### src/rtl/bitacc_pkg.sv
package bitacc_pkg;

  localparam int BYTE_W = 8;
  localparam int IDX_W  = $clog2(BYTE_W);
  localparam int ROW_W  = BYTE_W - 1 - IDX_W;

  typedef enum logic [1:0] {
    KIND_PLAIN = 2'b00,
    KIND_INV   = 2'b01,
    KIND_CARRY = 2'b10
  } opKindE;

  typedef enum logic {
    ST_IDLE  = 1'b0,
    ST_WRPH  = 1'b1
  } phaseE;

  // strobes from control to datapath
  typedef struct packed {
    logic capture;
    logic issueWrite;
  } dpStrobeT;

endpackage

### src/rtl/bitacc_ctrl.sv
module bitacc_ctrl
  import bitacc_pkg::*;
(
  input  logic     clk,
  input  logic     rstN,
  input  logic     reqValid,
  input  logic     reqWrite,
  input  logic [1:0] reqKind,
  input  logic     mapErr,
  output dpStrobeT strobe,
  output logic     busy
);

  phaseE phase;
  phaseE phaseNext;
  logic  accept;
  logic  wantWrite;

  // a complemented operand never writes; a bad map never writes
  assign accept    = reqValid && (phase == ST_IDLE);
  assign wantWrite = reqWrite && (opKindE'(reqKind) != KIND_INV) && !mapErr;

  always_comb begin
    phaseNext = phase;
    unique case (phase)
      ST_IDLE: if (accept && wantWrite) phaseNext = ST_WRPH;
      ST_WRPH: phaseNext = ST_IDLE;
      default: phaseNext = ST_IDLE;
    endcase
  end

  always_ff @(posedge clk or negedge rstN) begin
    if (!rstN) phase <= ST_IDLE;
    else       phase <= phaseNext;
  end

  always_comb begin
    strobe            = '0;
    strobe.capture    = accept;
    strobe.issueWrite = (phase == ST_WRPH);
  end

  assign busy = (phase == ST_WRPH);

endmodule

### src/rtl/bitacc_dp.sv
module bitacc_dp
  import bitacc_pkg::*;
#(
  parameter logic [BYTE_W-1:0] RAM_BIT_BASE = 8'h20,
  parameter logic [BYTE_W-1:0] STATUS_ADDR  = 8'hD0,
  parameter int                CARRY_IDX    = 7,
  parameter logic [BYTE_W-1:0] PORT_A_ADDR  = 8'h90,
  parameter logic [BYTE_W-1:0] PORT_B_ADDR  = 8'hB0,
  parameter logic [(1<<ROW_W)-1:0] SFR_ROW_MASK = 16'h56EE
) (
  input  logic              clk,
  input  logic              rstN,
  input  dpStrobeT          strobe,
  input  logic [BYTE_W-1:0] reqAddr,
  input  logic [1:0]        reqKind,
  input  logic              reqWrite,
  input  logic              reqWrData,
  input  logic              pinSel,
  input  logic [BYTE_W-1:0] memRdData,
  input  logic [BYTE_W-1:0] portAPins,
  input  logic [BYTE_W-1:0] portALatch,
  input  logic [BYTE_W-1:0] portBPins,
  input  logic [BYTE_W-1:0] portBLatch,
  output logic [BYTE_W-1:0] memRdAddr,
  output logic              mapErr,
  output logic              rdValid,
  output logic              rdBit,
  output logic              errFlag,
  output logic              memWrEn,
  output logic [BYTE_W-1:0] memWrAddr,
  output logic [BYTE_W-1:0] memWrData
);

  localparam logic [IDX_W-1:0] CARRY_BIT = IDX_W'(CARRY_IDX);

  opKindE            kind;
  logic              sfrHalf;
  logic [ROW_W-1:0]  row;
  logic [BYTE_W-1:0] byteAddr;
  logic [IDX_W-1:0]  bitIdx;
  logic              writeIntent;
  logic              hitA;
  logic              hitB;
  logic [BYTE_W-1:0] srcByte;
  logic [BYTE_W-1:0] newByte;
  logic              selBit;
  logic              outBit;

  assign kind    = opKindE'(reqKind);
  assign sfrHalf = reqAddr[BYTE_W-1];
  assign row     = reqAddr[BYTE_W-2:IDX_W];

  // bit address to containing byte and bit index
  always_comb begin
    if (kind == KIND_CARRY) begin
      byteAddr = STATUS_ADDR;
      bitIdx   = CARRY_BIT;
    end else if (sfrHalf) begin
      byteAddr = {1'b1, row, {IDX_W{1'b0}}};
      bitIdx   = reqAddr[IDX_W-1:0];
    end else begin
      byteAddr = RAM_BIT_BASE + BYTE_W'(row);
      bitIdx   = reqAddr[IDX_W-1:0];
    end
  end

  assign mapErr      = (kind != KIND_CARRY) && sfrHalf && !SFR_ROW_MASK[row];
  assign memRdAddr   = byteAddr;
  assign writeIntent = reqWrite && (kind != KIND_INV);

  // port bytes: modify from latch, plain read from pins or latch
  assign hitA = (byteAddr == PORT_A_ADDR);
  assign hitB = (byteAddr == PORT_B_ADDR);

  always_comb begin
    if (hitA)      srcByte = (pinSel && !writeIntent) ? portAPins : portALatch;
    else if (hitB) srcByte = (pinSel && !writeIntent) ? portBPins : portBLatch;
    else           srcByte = memRdData;
  end

  // single-bit insertion
  for (genvar g = 0; g < BYTE_W; g++) begin : g_insert
    assign newByte[g] = (bitIdx == IDX_W'(g)) ? reqWrData : srcByte[g];
  end

  assign selBit = srcByte[bitIdx];
  assign outBit = mapErr ? 1'b0 : ((kind == KIND_INV) ? ~selBit : selBit);

  logic              rdValidQ;
  logic              rdBitQ;
  logic              errQ;
  logic [BYTE_W-1:0] wrAddrQ;
  logic [BYTE_W-1:0] wrByteQ;

  always_ff @(posedge clk or negedge rstN) begin
    if (!rstN) begin
      rdValidQ <= 1'b0;
      rdBitQ   <= 1'b0;
      errQ     <= 1'b0;
      wrAddrQ  <= '0;
      wrByteQ  <= '0;
    end else begin
      rdValidQ <= strobe.capture;
      if (strobe.capture) begin
        rdBitQ  <= outBit;
        errQ    <= mapErr;
        wrAddrQ <= byteAddr;
        wrByteQ <= newByte;
      end
    end
  end

  assign rdValid   = rdValidQ;
  assign rdBit     = rdBitQ;
  assign errFlag   = rdValidQ && errQ;
  assign memWrEn   = strobe.issueWrite;
  assign memWrAddr = wrAddrQ;
  assign memWrData = wrByteQ;

endmodule

### src/rtl/bitacc_unit.sv
module bitacc_unit
  import bitacc_pkg::*;
(
  input  logic        clk,
  input  logic        rstN,
  input  logic        reqValid,
  input  logic [7:0]  reqAddr,
  input  logic [1:0]  reqKind,
  input  logic        reqWrite,
  input  logic        reqWrData,
  input  logic        pinSel,
  output logic [7:0]  memRdAddr,
  input  logic [7:0]  memRdData,
  output logic        memWrEn,
  output logic [7:0]  memWrAddr,
  output logic [7:0]  memWrData,
  input  logic [7:0]  portAPins,
  input  logic [7:0]  portALatch,
  input  logic [7:0]  portBPins,
  input  logic [7:0]  portBLatch,
  output logic        rdValid,
  output logic        rdBit,
  output logic        errFlag,
  output logic        busy
);

  dpStrobeT strobe;
  logic     mapErr;

  bitacc_ctrl ctrl_i (
    .clk      (clk),
    .rstN     (rstN),
    .reqValid (reqValid),
    .reqWrite (reqWrite),
    .reqKind  (reqKind),
    .mapErr   (mapErr),
    .strobe   (strobe),
    .busy     (busy)
  );

  bitacc_dp dp_i (
    .clk        (clk),
    .rstN       (rstN),
    .strobe     (strobe),
    .reqAddr    (reqAddr),
    .reqKind    (reqKind),
    .reqWrite   (reqWrite),
    .reqWrData  (reqWrData),
    .pinSel     (pinSel),
    .memRdData  (memRdData),
    .portAPins  (portAPins),
    .portALatch (portALatch),
    .portBPins  (portBPins),
    .portBLatch (portBLatch),
    .memRdAddr  (memRdAddr),
    .mapErr     (mapErr),
    .rdValid    (rdValid),
    .rdBit      (rdBit),
    .errFlag    (errFlag),
    .memWrEn    (memWrEn),
    .memWrAddr  (memWrAddr),
    .memWrData  (memWrData)
  );

endmodule

### config.mk
export PLATFORM = sky130hd
export DESIGN_NAME = bitacc_unit
export DESIGN_NICKNAME = d
export VERILOG_FILES = /design/src/rtl/bitacc_pkg.sv /design/src/rtl/bitacc_ctrl.sv /design/src/rtl/bitacc_dp.sv /design/src/rtl/bitacc_unit.sv
export SDC_FILE = /design/constraint.sdc
export NUM_CORES = 1
export LEC_CHECK = 0
export BUFFER_PORTS_ARGS = -buffer_cell sky130_fd_sc_hd__buf_2
export CORE_AREA = 2 2 46 90
export CTS_CLUSTER_DIAMETER = 30
export CTS_CLUSTER_SIZE = 12
export DETAILED_ROUTE_END_ITERATION = 16
export DIE_AREA = 0 0 48 92
export PLACE_DENSITY = 0.74
export SLEW_MARGIN = 20
export SYNTH_ARGS = -nofsm -noshare
export SYNTH_HDL_FRONTEND = slang
export SYNTH_SLANG_ARGS = --single-unit
### constraint.sdc
create_clock -name clk -period 1.6 [get_ports clk]
set_clock_uncertainty 0.2 [all_clocks]
set_input_delay 0.08 -clock clk [delete_from_list [all_inputs] [get_ports clk]]
set_output_delay 0.08 -clock clk [all_outputs]
set_load 0.01 [all_outputs]
# Yosys cells after proc, flatten, opt, wreduce, memory -nomap -nowiden
# Memories as Yosys holds them, arrays and structs flattened.
# Index checks and enable logic that the tools add are counted.
# Widths: inputs -> output; s select.
# word_totals
ff_bits	20
mem_bits_ro	16
out_inout_bits	29
mem_count	1
# mem_list
name	depth	word_bits	read_ports	rd_clocked_by_memory_dff	wr	line_no	rtl
(name not given)	16	1	1	0	0	bitacc_dp.sv:67	assign mapErr = (kind != KIND_CARRY) && sfrHalf && !SFR_ROW_MASK[row];
# op_classes
add_sub_neg	1
n_lt_le_gt_ge	2
n_eq_ne	13
mux	22
n_bitwise	2
reduce_logical	12
# ops
operator	count
$mux 8	6
$eq 8x8->1 const B	2
$mux 1	13
$eq 3x3->1 const B	4
$logic_and 1x1->1	8
$add 6x4->7 const A	1
$eq 3x2->1 const B	2
$lt 4x5->1 const B	1
$lt 3x4->1 const B	1
$bmux 1 s3	1
$eq 3x1->1 const B	1
$logic_not 1->1	3
$logic_not 3->1	1
$mux 3	1
$eq 2x1->1 const B	1
$eq 2x2->1 const B	1
$ne 2x1->1 const B	1
$ne 2x2->1 const B	1
$not 1->1	2
$pmux 1 s2	1

# Longest topological paths before layout
# logic_depth
ltp_word	12
mapped_depth	9
mapped_depth_nobuf	8

# Hierarchy
# From an unflattened synthesis, not the netlist that was laid out.
# unflattened
cells_unflattened	151
hier_area_um2	1463.9
# modules_own_cells
mod	n_inst	cells_each	area_each_um2	seq_area_each_um2
bitacc_dp	1	145	1393.8	475.5
bitacc_ctrl	1	6	70.1	25.0

# Worst setup path before layout
# OpenSTA, ideal clock, no wires.
# synth_path
kind	input to register
startpoint	input reqAddr[7]
endpoint	register dp_i.rdBitQ (netlist: dp_i.rdBit)
setup_time_ps	122
t_arrival_ps	1539
t_required_ps	1278
path_slack_ps	-261
path_stages	9
cell_sequence	buf_4 nand4bb_4 or3_1 a2111oi_1 nor3_1 nand3_1 nand4_1 mux2i_1 nand2_1
# synth_via
elab_chain_len	10
# synth_rtl
element	line_no	rtl
from (decl)	bitacc_unit.sv:7	input logic [7:0] reqAddr,
$mux 8	bitacc_dp.sv:58	end else if (sfrHalf) begin
$mux 8	bitacc_dp.sv:55	if (kind == KIND_CARRY) begin
$eq 8x8->1	bitacc_dp.sv:73	assign hitB = (byteAddr == PORT_B_ADDR);
$mux 8	bitacc_dp.sv:77	else if (hitB) srcByte = (pinSel && !writeIntent) ? portBPins : portBLatch;
$mux 8	bitacc_dp.sv:76	if (hitA) srcByte = (pinSel && !writeIntent) ? portAPins : portALatch;
$bmux 1 s3	bitacc_dp.sv:86	assign selBit = srcByte[bitIdx];
$mux 1 (implied by the code)	bitacc_dp.sv:86	
$not 1->1	bitacc_dp.sv:87	assign outBit = mapErr ? 1'b0 : ((kind == KIND_INV) ? ~selBit : selBit);
$mux 1	bitacc_dp.sv:87	
$mux 1 *	bitacc_dp.sv:87	
to (signal assigned)	bitacc_dp.sv:105	rdBitQ <= outBit;
to (decl)	bitacc_dp.sv:90	logic rdBitQ;
# Every way passes the cells marked *; elsewhere a longest branch is shown, timed or not. The select of a mux whose other input is x is not followed.
# A chain may end at the register's enable or synchronous reset.

# Worst setup path in the final report
# layout_path
startpoint	input reqKind[1]
endpoint	register dp_i.rdBitQ (netlist: dp_i.rdBit)
# layout_via
elab_chain_len	12
# layout_rtl
element	line_no	rtl
from (decl)	bitacc_unit.sv:8	input logic [1:0] reqKind,
parallel branches: the longest is 11 deep, another holds $mux 8	--	
$mux 1 *	bitacc_dp.sv:87	
# Mark *: on every way between the ends. The select of a mux whose other input is x is not followed.

==> flow_metrics.py <==
metrics = {
    "worst_setup_path": {
        "critPathMaxFanout": 5,
        "cp.arrival_ns": 1.72,
        "path_class": "in -> reg",
        "rr_worst_depth": 7,
        "startpoint_type": "input port",
        "worst_setup_path_end_kind": "flip-flop",
        "cp.required_ns": 1.53,
    },
    "synthesis": {
        "synth_edf_count": 0,
        "ys_types": 44,
        "synth_nets": 257,
        "synth_area_per_cell_um2": 7.99,
        "ys_ff_latch": 20,
        "yosysWarnings": 0,
        "yosys.area.top_type": "dfrtp_1",
        "seq_area_frac_synth_pct": 31.3,
        "synth_top_area_share_pct": 31.3,
        "syn-instance-count": 200,
        "async_flop_share_pct": 100,
        "synth_ff_type": "dfrtp_1",
        "synth_area_mm2": 0.00160,
        "synth.area.top_cells": "dfrtp_1, nand2_1, a211oi_1",
    },
    "floorplanning": {
        "row_count": 32,
        "initial_core_util_pct": 42.0,
        "pin_count": 85,
        "dieHeight_um": 92,
        "core_mm2": 0.00380,
        "dieArea_mm2": 0.00442,
        "die_x_um": 48,
    },
    "sta": {
        "fmax_mhz": 561,
        "rsz0062_at_grt": "yes",
        "setup_slack_ns": -0.182,
        "slew_violations": 0,
        "min_period_ns": 1.78,
        "tightestPinTransition_ns": 0.423,
        "max_slew_margin_pct": 71.8,
        "holdWs_ns": 0.0505,
        "finalHoldViolations": 0,
        "setup_tns_ns": -0.182,
        "setup_violations": 1,
        "post-route-period-util_pct": 111,
    },
    "clocking": {
        "cts_buffers": 3,
        "ctsHtreeMaxLevel": 1,
        "cts_tree": "done",
        "clock_latency_ns": 0.25,
        "cts.sinks": 20,
        "clockRootBuffer": "clkbuf_8",
        "cts_buffer_depth": 2,
        "clkTransAtPathRegs_ns": 0.06,
    },
    "status": {
        "violations": "setup timing",
        "status": "finished, violations left",
    },
    "global_route": {
        "grt_overflow": 0,
        "antenna_found_initial": 0,
        "grt_pass1_wl_mm": 8.71,
        "grt_start_max_net_pins": 22,
        "grt_pass1_vias": 2078,
        "globalRouteTotalUtil_pct": 26.3,
    },
    "finish": {
        "antenna_cells": 0,
        "drive_gt1_share_pct": 56.1,
        "final_nets": 396,
        "fillCellCount": 282,
        "syn2layout_area_growth_pct": 77.1,
        "final_cell_mix": "buf_2, buf_4, nand2_1",
        "final_common_cell": "buf_2",
    },
    "power_and_ir_drop": {
        "leakage_uw": 0.00141,
        "peakVddDrop_mv": 0.389,
        "power_density_mw_per_mm2": 568,
    },
    "placement": {
        "io_buffers": 84,
        "dpl.hpwl_mm": 4.38,
        "gp_congestion": 0.876,
    },
    "routing": {
        "wl_mm": 6.04,
        "drtIter0Drc": 63,
        "postRouteAntennaNets": 0,
        "dr.pass1.iters": 4,
        "wl_per_cell_um": 15.6,
        "num_vias": 2178,
        "remaining_drc_errors": 0,
        "avgViaCountPerCell": 5.61,
    },
    "min_path": {
        "hold_path.class": "in -> reg",
        "hold_depth": 3,
    },
    "job": {
        "max_cap_violations": 0,
    },
}
==> cells by family after synthesis <==
| kind of cell | count (synthesis) | share of synthesized area, % |
|---|---|---|
| adders and majority gates | 1 | 0.783 |
| muxes | 10 | 6.42 |
| buffers and inverters | 17 | 4.85 |
| and+or+nand+nor | 87 | 27.2 |
| AOI/OAI and AO/OA | 65 | 29.4 |
| DFF | 20 | 31.3 |
==> worst max-delay path, stage by stage <==
cell	delay (ns)
buf_8	0.10
and2b_4	0.30
buf_2	0.19
o211a_1	0.21
a2111oi_4	0.06
a211oi_2	0.25
nand4_1	0.15
nand4_1	0.11
mux2i_1	0.20
nand2_1	0.06
==> flip-flops by register name (all words and copies together) (netlist names) <==
register and cells:
ctrl_i.busy 1, dp_i.memWrAddr 8, dp_i.memWrData 8, dp_i.rdValid 1
dp_i.rdBit 1, dp_i.errQ 1
==> routing by layer <==
metal | vias up | global-route usage (%) | share of wire (%)
met5 | - | 0 | 0
met4 | 0 | 13.5 | 4.4
met3 | 28 | 2.56 | 5.4
met2 | 114 | 47.6 | 55
met1 | 1013 | 26.7 | 35
li1 | 1023 | - | -
==> cells in the mapped netlist (3+ instances only) <==
cell type  instances
clkbuf_1           7
nor2b_1            3
mux2i_1            8
dfrtp_1           20
o21ai_0           10
nand4_1            3
inv_1              4
o211a_1            8
a211oi_1          15
buf_4              3
nor3_1             5
o31ai_1            5
a21oi_1            8
nand3_1            5
a31oi_1            5
nand2_1           32
nor2_1            24
==> where the power goes <==
part | switching [uW] | internal (uW) | total, uW | leakage (uW)
clock network | 141 | 167 | 307 | 0.0000216
logic | 358 | 338 | 696 | 0.00114
registers | 33.0 | 571 | 604 | 0.000244
total | 531 | 1080 | 1610 | 0.00141
==> area by class of cell <==
type	instances	area, um2	area share [%]
multi-input cells	164	1260	44.6
clock buffers	3	41.3	1.46
inverters	5	18.8	0.663
well taps	51	63.8	2.25
repair buffers	145	945	33.4
flip-flops and latches	20	500	17.7
==> path summary, 6_finish.rpt <==
| kind | startpoint | endpoint | slack, ns |
|---|---|---|---|
| worst min-delay path | reqWrData | dp_i.memWrData[5] | 0.05 |
| worst max register to register | ctrl_i.busy | dp_i.rdBit | 0.11 |
| worst max-delay path | reqKind[1] | dp_i.rdBit | -0.18 |
| max in group asynchronous | rstN | dp_i.memWrData[2] | 0.81 |
| min in group asynchronous | rstN | dp_i.memWrAddr[2] | 0.09 |
| worst min register to register | dp_i.memWrAddr[1] | dp_i.memWrAddr[1] | 0.27 |
==> timing repair <==
action                                 in CTS  in global routing
gates cloned                                1                  1
hold buffers                                2                  0
gates resized for setup                    19                 31
setup endpoints to repair                   3                  6
pin swaps                                  10                 16
endpoints found under the hold margin      21                  0
buffers inserted                            7                  3
==> stage by stage <==
step / worst slack, ns / instance area, um2 / power, uW / cells / util, %
3_3_place_gp: -0.487 / 2460 / 1190 / 373 / 64.7
6_report: -0.182 / 2830 / 1610 / 388 / 74.4
4_1_cts: -0.145 / 2670 / 1550 / 385 / 70.3
3_5_place_dp: -0.517 / 2460 / 1210 / 373 / 64.7
5_1_grt: -0.242 / 2830 / 1690 / 388 / 74.4
2_1_floorplan: -0.199 / 1640 / 891 / 200 / -
Power figures use the tool's default switching activity.
